[src/rtl/cvs_pkg.sv]
package cvs_pkg;
  localparam int NWAYS  = 4;
  localparam int WAY_W  = $clog2(NWAYS);
  localparam int AGE_W  = WAY_W;
  localparam int DATA_W = 32;

  // control register field positions
  localparam int CB_EN   = 0;
  localparam int CB_FLS  = 1;
  localparam int CB_PDIR = 2;
  localparam int CB_POTH = 3;

  // lock register field positions
  localparam int LB_LOCK_LO = 0;
  localparam int LB_LOAD_LO = 1;
  localparam int LB_LOCK_HI = 2;
  localparam int LB_LOAD_HI = 3;

  typedef struct packed {
    logic lock_lo;
    logic load_lo;
    logic lock_hi;
    logic load_hi;
  } lock_cfg_t;

  typedef struct packed {
    logic en;
    logic pol_direct;
    logic pol_other;
  } ctl_cfg_t;
endpackage

[src/rtl/cvs_cfg_regs.sv]
module cvs_cfg_regs
  import cvs_pkg::*;
#(
  parameter int DW = DATA_W
) (
  input  logic          clk,
  input  logic          rst,
  input  logic          we,
  input  logic          re,
  input  logic          sel,
  input  logic [DW-1:0] wdata,
  output logic [DW-1:0] rdata,
  output ctl_cfg_t      ctl,
  output lock_cfg_t     lck,
  output logic          flush_pulse
);
  always_ff @(posedge clk) begin
    if (rst) begin
      ctl         <= '0;
      lck         <= '0;
      flush_pulse <= 1'b0;
    end else begin
      flush_pulse <= we && !sel && wdata[CB_FLS];
      if (we && !sel) begin
        ctl.en         <= wdata[CB_EN];
        ctl.pol_direct <= wdata[CB_PDIR];
        ctl.pol_other  <= wdata[CB_POTH];
      end
      if (we && sel) begin
        lck.lock_lo <= wdata[LB_LOCK_LO];
        lck.load_lo <= wdata[LB_LOAD_LO];
        lck.lock_hi <= wdata[LB_LOCK_HI];
        lck.load_hi <= wdata[LB_LOAD_HI];
      end
    end
  end

  // read port: flush bit and whole lock register read as zero
  always_ff @(posedge clk) begin
    if (rst) begin
      rdata <= '0;
    end else if (re) begin
      rdata <= '0;
      if (!sel) begin
        rdata[CB_EN]   <= ctl.en;
        rdata[CB_PDIR] <= ctl.pol_direct;
        rdata[CB_POTH] <= ctl.pol_other;
      end
    end
  end

  // the lock register reads back as zero
  a_r10_lock_reads_zero: assert property (@(posedge clk) disable iff (rst)
    (re && sel) |=> (rdata == '0));
  // the strobe never lasts two cycles
  a_r3_flush_one_cycle: assert property (@(posedge clk) disable iff (rst)
    flush_pulse |=> !flush_pulse);
endmodule

[src/rtl/cvs_victim_pick.sv]
module cvs_victim_pick
  import cvs_pkg::*;
#(
  parameter int NW = NWAYS,
  parameter int AW = AGE_W,
  localparam int WW = $clog2(NW)
) (
  input  logic [NW-1:0]    valid,
  input  logic [NW*AW-1:0] age,
  input  logic [NW-1:0]    excl,
  output logic [WW-1:0]    victim
);
  logic [NW-1:0]   allow;
  logic [AW-1:0]   age_w [NW];

  for (genvar g = 0; g < NW; g++) begin : g_way
    assign allow[g] = !excl[g];
    assign age_w[g] = age[g*AW +: AW];
  end

  logic          inv_found;
  logic [WW-1:0] inv_way;
  logic [WW-1:0] old_way;
  logic [AW-1:0] best_age;
  logic          have;

  always_comb begin
    inv_found = 1'b0;
    inv_way   = '0;
    for (int i = NW - 1; i >= 0; i--) begin
      if (allow[i] && !valid[i]) begin
        inv_found = 1'b1;
        inv_way   = WW'(i);
      end
    end
    have     = 1'b0;
    best_age = '0;
    old_way  = '0;
    for (int i = 0; i < NW; i++) begin
      if (allow[i] && (!have || age_w[i] > best_age)) begin
        have     = 1'b1;
        best_age = age_w[i];
        old_way  = WW'(i);
      end
    end
    victim = inv_found ? inv_way : old_way;
  end
endmodule

[src/rtl/cache_victim_ctl.sv]
module cache_victim_ctl
  import cvs_pkg::*;
#(
  parameter int NW       = NWAYS,
  parameter int DW       = DATA_W,
  parameter int WAY_LO   = 2,
  parameter int WAY_HI   = 3,
  localparam int WW      = $clog2(NW),
  localparam int AW      = WW
) (
  input  logic             clk,
  input  logic             rst,
  input  logic             cfg_we,
  input  logic             cfg_re,
  input  logic             cfg_sel,
  input  logic [DW-1:0]    cfg_wdata,
  output logic [DW-1:0]    cfg_rdata,
  input  logic             acc_valid,
  input  logic             acc_pref,
  input  logic             lock_mode,
  input  logic             rgn_direct,
  input  logic [NW-1:0]    hit,
  input  logic [NW-1:0]    valid,
  input  logic [NW*AW-1:0] age,
  output logic             fill_req,
  output logic [WW-1:0]    fill_way,
  output logic             wr_back,
  output logic             flush_pulse
);
  ctl_cfg_t  ctl;
  lock_cfg_t lck;

  cvs_cfg_regs #(.DW(DW)) u_regs (
    .clk(clk), .rst(rst), .we(cfg_we), .re(cfg_re), .sel(cfg_sel),
    .wdata(cfg_wdata), .rdata(cfg_rdata), .ctl(ctl), .lck(lck),
    .flush_pulse(flush_pulse)
  );

  // lock bits only count in lock mode
  logic [NW-1:0] excl;
  always_comb begin
    excl         = '0;
    excl[WAY_LO] = lock_mode && lck.lock_lo;
    excl[WAY_HI] = lock_mode && lck.lock_hi;
  end

  logic [WW-1:0] victim;
  cvs_victim_pick #(.NW(NW), .AW(AW)) u_pick (
    .valid(valid), .age(age), .excl(excl), .victim(victim)
  );

  logic          miss;
  logic          steer;
  logic [WW-1:0] tgt;
  always_comb begin
    miss  = acc_valid && ctl.en && (hit == '0);
    steer = lock_mode && acc_pref;
    if (steer && lck.load_hi)      tgt = WW'(WAY_HI);
    else if (steer && lck.load_lo) tgt = WW'(WAY_LO);
    else                           tgt = victim;
  end

  always_ff @(posedge clk) begin
    if (rst) begin
      fill_req <= 1'b0;
      fill_way <= '0;
      wr_back  <= 1'b0;
    end else begin
      fill_req <= miss;
      fill_way <= tgt;
      wr_back  <= rgn_direct ? ctl.pol_direct : !ctl.pol_other;
    end
  end

  // a hit never produces a fill
  a_r8_no_fill_on_hit: assert property (@(posedge clk) disable iff (rst)
    fill_req |-> ($past(hit) == '0));
  // a disabled cache never fills
  a_r2_no_fill_when_off: assert property (@(posedge clk) disable iff (rst)
    fill_req |-> $past(ctl.en));
  // a locked upper way is never an ordinary-miss victim
  a_r9_hi_lock_kept: assert property (@(posedge clk) disable iff (rst)
    (fill_req && !$past(acc_pref) && $past(lock_mode) && $past(lck.lock_hi))
      |-> (fill_way != WW'(WAY_HI)));
  a_r9_lo_lock_kept: assert property (@(posedge clk) disable iff (rst)
    (fill_req && !$past(acc_pref) && $past(lock_mode) && $past(lck.lock_lo))
      |-> (fill_way != WW'(WAY_LO)));
endmodule

[config.mk]
export PLATFORM = sky130hd
export DESIGN_NAME = cache_victim_ctl
export DESIGN_NICKNAME = d
export VERILOG_FILES = /design/src/rtl/cvs_pkg.sv /design/src/rtl/cvs_cfg_regs.sv /design/src/rtl/cvs_victim_pick.sv /design/src/rtl/cache_victim_ctl.sv
export SDC_FILE = /design/constraint.sdc
export NUM_CORES = 1
export LEC_CHECK = 0
export ABC_AREA = 1
export BUFFER_PORTS_ARGS = -buffer_cell sky130_fd_sc_hd__buf_2
export CAP_MARGIN = 30
export CORE_UTILIZATION = 33
export CTS_CLUSTER_DIAMETER = 80
export CTS_CLUSTER_SIZE = 25
export DETAILED_ROUTE_END_ITERATION = 16
export PLACE_DENSITY = 0.82
export SLEW_MARGIN = 20
export SYNTH_ARGS = -nofsm -noshare
export SYNTH_HDL_FRONTEND = slang
export SYNTH_SLANG_ARGS = --single-unit
[constraint.sdc]
create_clock -name clk -period 2.45 [get_ports clk]
set_input_delay 0.3675 -clock clk [delete_from_list [all_inputs] [get_ports clk]]
set_output_delay 0.3675 -clock clk [all_outputs]
set_load 0.05 [all_outputs]
==> summary.md <==
| Metric | Value |
|---|---|
| CTS tree | done |
| Core Util, Final | a little under half |
| Synth Flop Type | dfxtp_1 |
| Total routed wirelength | roughly 2100 microns |
| HP Start | hit[2] |
| Pre-antenna DRT Iters | 10 |
| Routed len/inst | 8.81 microns |
| Core Region | 0.00288 sq mm |
| Initial core utilization | a little over a third |
| Post-route clock period utilization | 103% |
| DR vias/cell | between 4 and 5 |
| Seq/Total Area, Yosys | 29.0% |
| Placed cell areas | 0.00123 sq mm |
| Largest stage delay on the critical path | 0.29 ns |
| Num CTS Buffers | 3 |
| Die ar. | 0.00337 sq mm |
| Max FO, Critical Path | 5 |
| Power Density | between 500 and 600 mW/mm^2 |
| Synth warn | 0 |
| Switching Fraction | 42.3% |
| Synth cell types | 19 |
| Antenna-violating nets left | 0 |
| RSZ-0062 raised after global routing | yes |
| Slew Viols, Final | 0 |
| Int Pwr | 0.406 mW |
| Flop pwr share | 37.6% |
| Status | complete, but fails checks |
| Clock latency on the worst-skew pair | between 0.2 and 0.3 ns |
| Cell mode on critical path | nand2_1 |
| Die Wd | around 58 microns |
| Max Cap Viol | 0 |
| Data arrival time of the critical path | 2.74 ns |
| Fmax | 397 MHz |
| Number of flops mapped to enable cells by yosys | 0 |
| Clk pin slew, worst setup/hold paths | 0.08 ns |
| Hold endpoint | fill_req$_SDFF_PP0_ |
| Drt drc | 3 |
| Clock Root Buffer | clkbuf_4 |
| Crit path max-delay family | simple AND/OR/NAND/NOR gates |
| NetSw | a little under 0.3 mW |
| Clk sinks | 15 |
| Mapped Cells | 150 |
| WHS Path Cells | 2 |
| Number of global-route vias before repair | 830 |
| Type of element capturing the critical path | register |
| Fin. Hold Viols | 0 |
| Peak supply drop | 0.000444 V |
| Total GRT Usage | 12.0% |
| CTS max path bufs | 2 |
| Via count | 991 |
| Setup Crit Path Kind | input pin to register |
| Comb pwr share | between 40 and 50% |
| Ports | 94 |
| Rows | 19 |
| Cell area after synthesis | around 0.0010 sq mm |
| Dpl hpwl | 1680 microns |
| FF-to-FF Start | u_regs.lck[3]$_SDFFE_PP0P_ |
| CP bufs+invs | 4 |
| Clock power share | 20.0% |
| Worst min path class | input pin to register |
| Tmin final | between 2 and 3 ns |
| Flop-to-flop setup slack | 0.75 ns |
| Failing checks | design-rule violations, negative setup slack |
| IO buf count | 36 |
| Worst Clk Skew | about 0.012 ns |
| Syn avg cell area | about 7 sq um |
| Final Worst Setup Slack | -0.0706 ns |
| Diodes inserted | 0 |
| Reg2reg path depth | 15 |
| FFs w/ async S/R, synth | 0% |
| Initial antenna violation count | 0 |
| CTS H-Tree Depth | 1 |
| Worst R2R End | fill_way[0]$_SDFF_PP0_ |
| Initial DRC count | 18 |
| Ratio of cells with drive above 1 in the final layout | 34.2% |
| Post-CTS Hold Buffers | 0 |
| CP startpoint kind | input pin |
| Grt total ovfl | 0 |
| Synth-to-layout area growth | 28.5% |
| WP data required | 2.67 ns |
| Critical Path, Cell by Cell | buf_8 > inv_6 > ha_4 > nor2_4 > nor2_2 > nor2_2 > nor2_1 > a21oi_2 > ha_1 > nand2_1 > nand2_2 > inv_2 > nand2_4 > nand2_2 > o21ai_2 > ha_1 > inv_1 > o21bai_1 > nand3_1 > nand2_1 > nand2_1 > nand2_1 > nand2_1 > a21oi_2 |
| Setup TNS | -0.0706 ns |
| Final setup viols | 1 |
| Post-layout nets | 261 |
| Crit-path slowest cell | ha_1 |
| Die Height | 58.1 microns |
| Largest net degree at the start of global routing | 13 |
| P_leak | around 0.73 nW |
| First-pass GRT wire length | 3220 microns |
| Routability Congestion | 0.776 |
| #FFs+latches synth | 15 |
| Final Cell Area | 0.00133 sq mm |
-- cell type report --
class	count	area (sq um)
Fill cell	308	1540
Inverter	17	81.3
Clock inverter	1	7.51
Sequential cell	15	300
Clock buffer	3	22.5
Timing Repair Buffer	44	260
Multi-Input combinational cell	116	608
Tap cell	42	52.6
-- synth_stat cells, types with 3 or more instances --
cell type | count | share of area (%)
buf_4 | 29 | 21
nand2_1 | 24 | 8.7
nor2_1 | 23 | 8.3
inv_1 | 16 | 5.8
dfxtp_1 | 15 | 29
o21ai_0 | 12 | 5.8
a21oi_1 | 7 | 3.4
ha_1 | 7 | 8.4
nand3_1 | 5 | 2.4
nand2_2 | 3 | 1.8
-- metal layers --
metal  share of wire [%]  track usage, %
met1                  42            14.7
met2                  51            21.0
met3                 6.0            3.35
met4                0.43            2.04
met5                   0               0
-- stage by stage --
stage	hold WS, ns	total power [mW]	setup WS, ns	instances
detailed placement	0.478	0.543	-0.499	232
global route	0.225	0.754	-0.222	238
CTS	0.239	0.692	0.00113	236
global placement	0.473	0.538	-0.408	232
floorplan	0.430	0.515	-0.138	178
finish	0.244	0.704	-0.0706	238
-- what timing repair did --
item | CTS | global route
hold endpoints to repair | 0 | 0
setup buffers | 0 | 2
pin swaps | 15 | 2
resized for setup | 10 | 6
setup endpoints to repair | 2 | 2
-- sequential cells by signal, indices dropped and copies added, names as in the netlist --
| signal | flops |
|---|---|
| u_regs.ctl | 3 |
| fill_req | 1 |
| u_regs.rdata | 3 |
| u_regs.lck | 4 |
| u_regs.flush_pulse | 1 |
| wr_back | 1 |
| fill_way | 2 |
-- power groups by stage --
stage | clock, mW | combinational, mW | sequential (mW)
after floorplan | 0 | 0.222 | 0.293
after global placement | 0 | 0.268 | 0.270
after detailed placement | 0 | 0.273 | 0.271
after CTS | 0.146 | 0.281 | 0.265
after global routing | 0.164 | 0.323 | 0.267
final | 0.141 | 0.298 | 0.265
-- cells in the final DEF, fill, tap and decap left out, drive strengths merged --
cell type and count:
buf 44, conb 29, nand2 28, nor2 24, inv 17, dfxtp 15, o21ai 13, a21oi 8
ha 7, nand3 5, clkbuf 3, o21bai 1, nor4 1, clkinvlp 1
-- worst max-delay path by stage --
stage / start / slack, ns / end / cells after the start
floorplan: age[3] / -0.14 / fill_way[0]$_SDFF_PP0_ / 23
global route: age[1] / -0.22 / fill_way[0]$_SDFF_PP0_ / 24
CTS: age[1] / 0.001 / fill_way[0]$_SDFF_PP0_ / 24
finish: age[1] / -0.07 / fill_way[0]$_SDFF_PP0_ / 24
detailed placement: age[3] / -0.50 / fill_way[0]$_SDFF_PP0_ / 24
global placement: age[3] / -0.41 / fill_way[0]$_SDFF_PP0_ / 24
-- cell families (layout without fill, tap and decap cells) --
group / after synthesis / after routing / share of synthesized area, %
compound gates: 22 / 22 / 11.2
fa+ha+maj: 7 / 7 / 8.44
buf+inv: 47 / 65 / 27.5
flops: 15 / 15 / 29.0
other cells: 1 / 29 / 0.362
simple gates: 58 / 58 / 23.5
No activity file was read; power rests on OpenSTA's default activity.
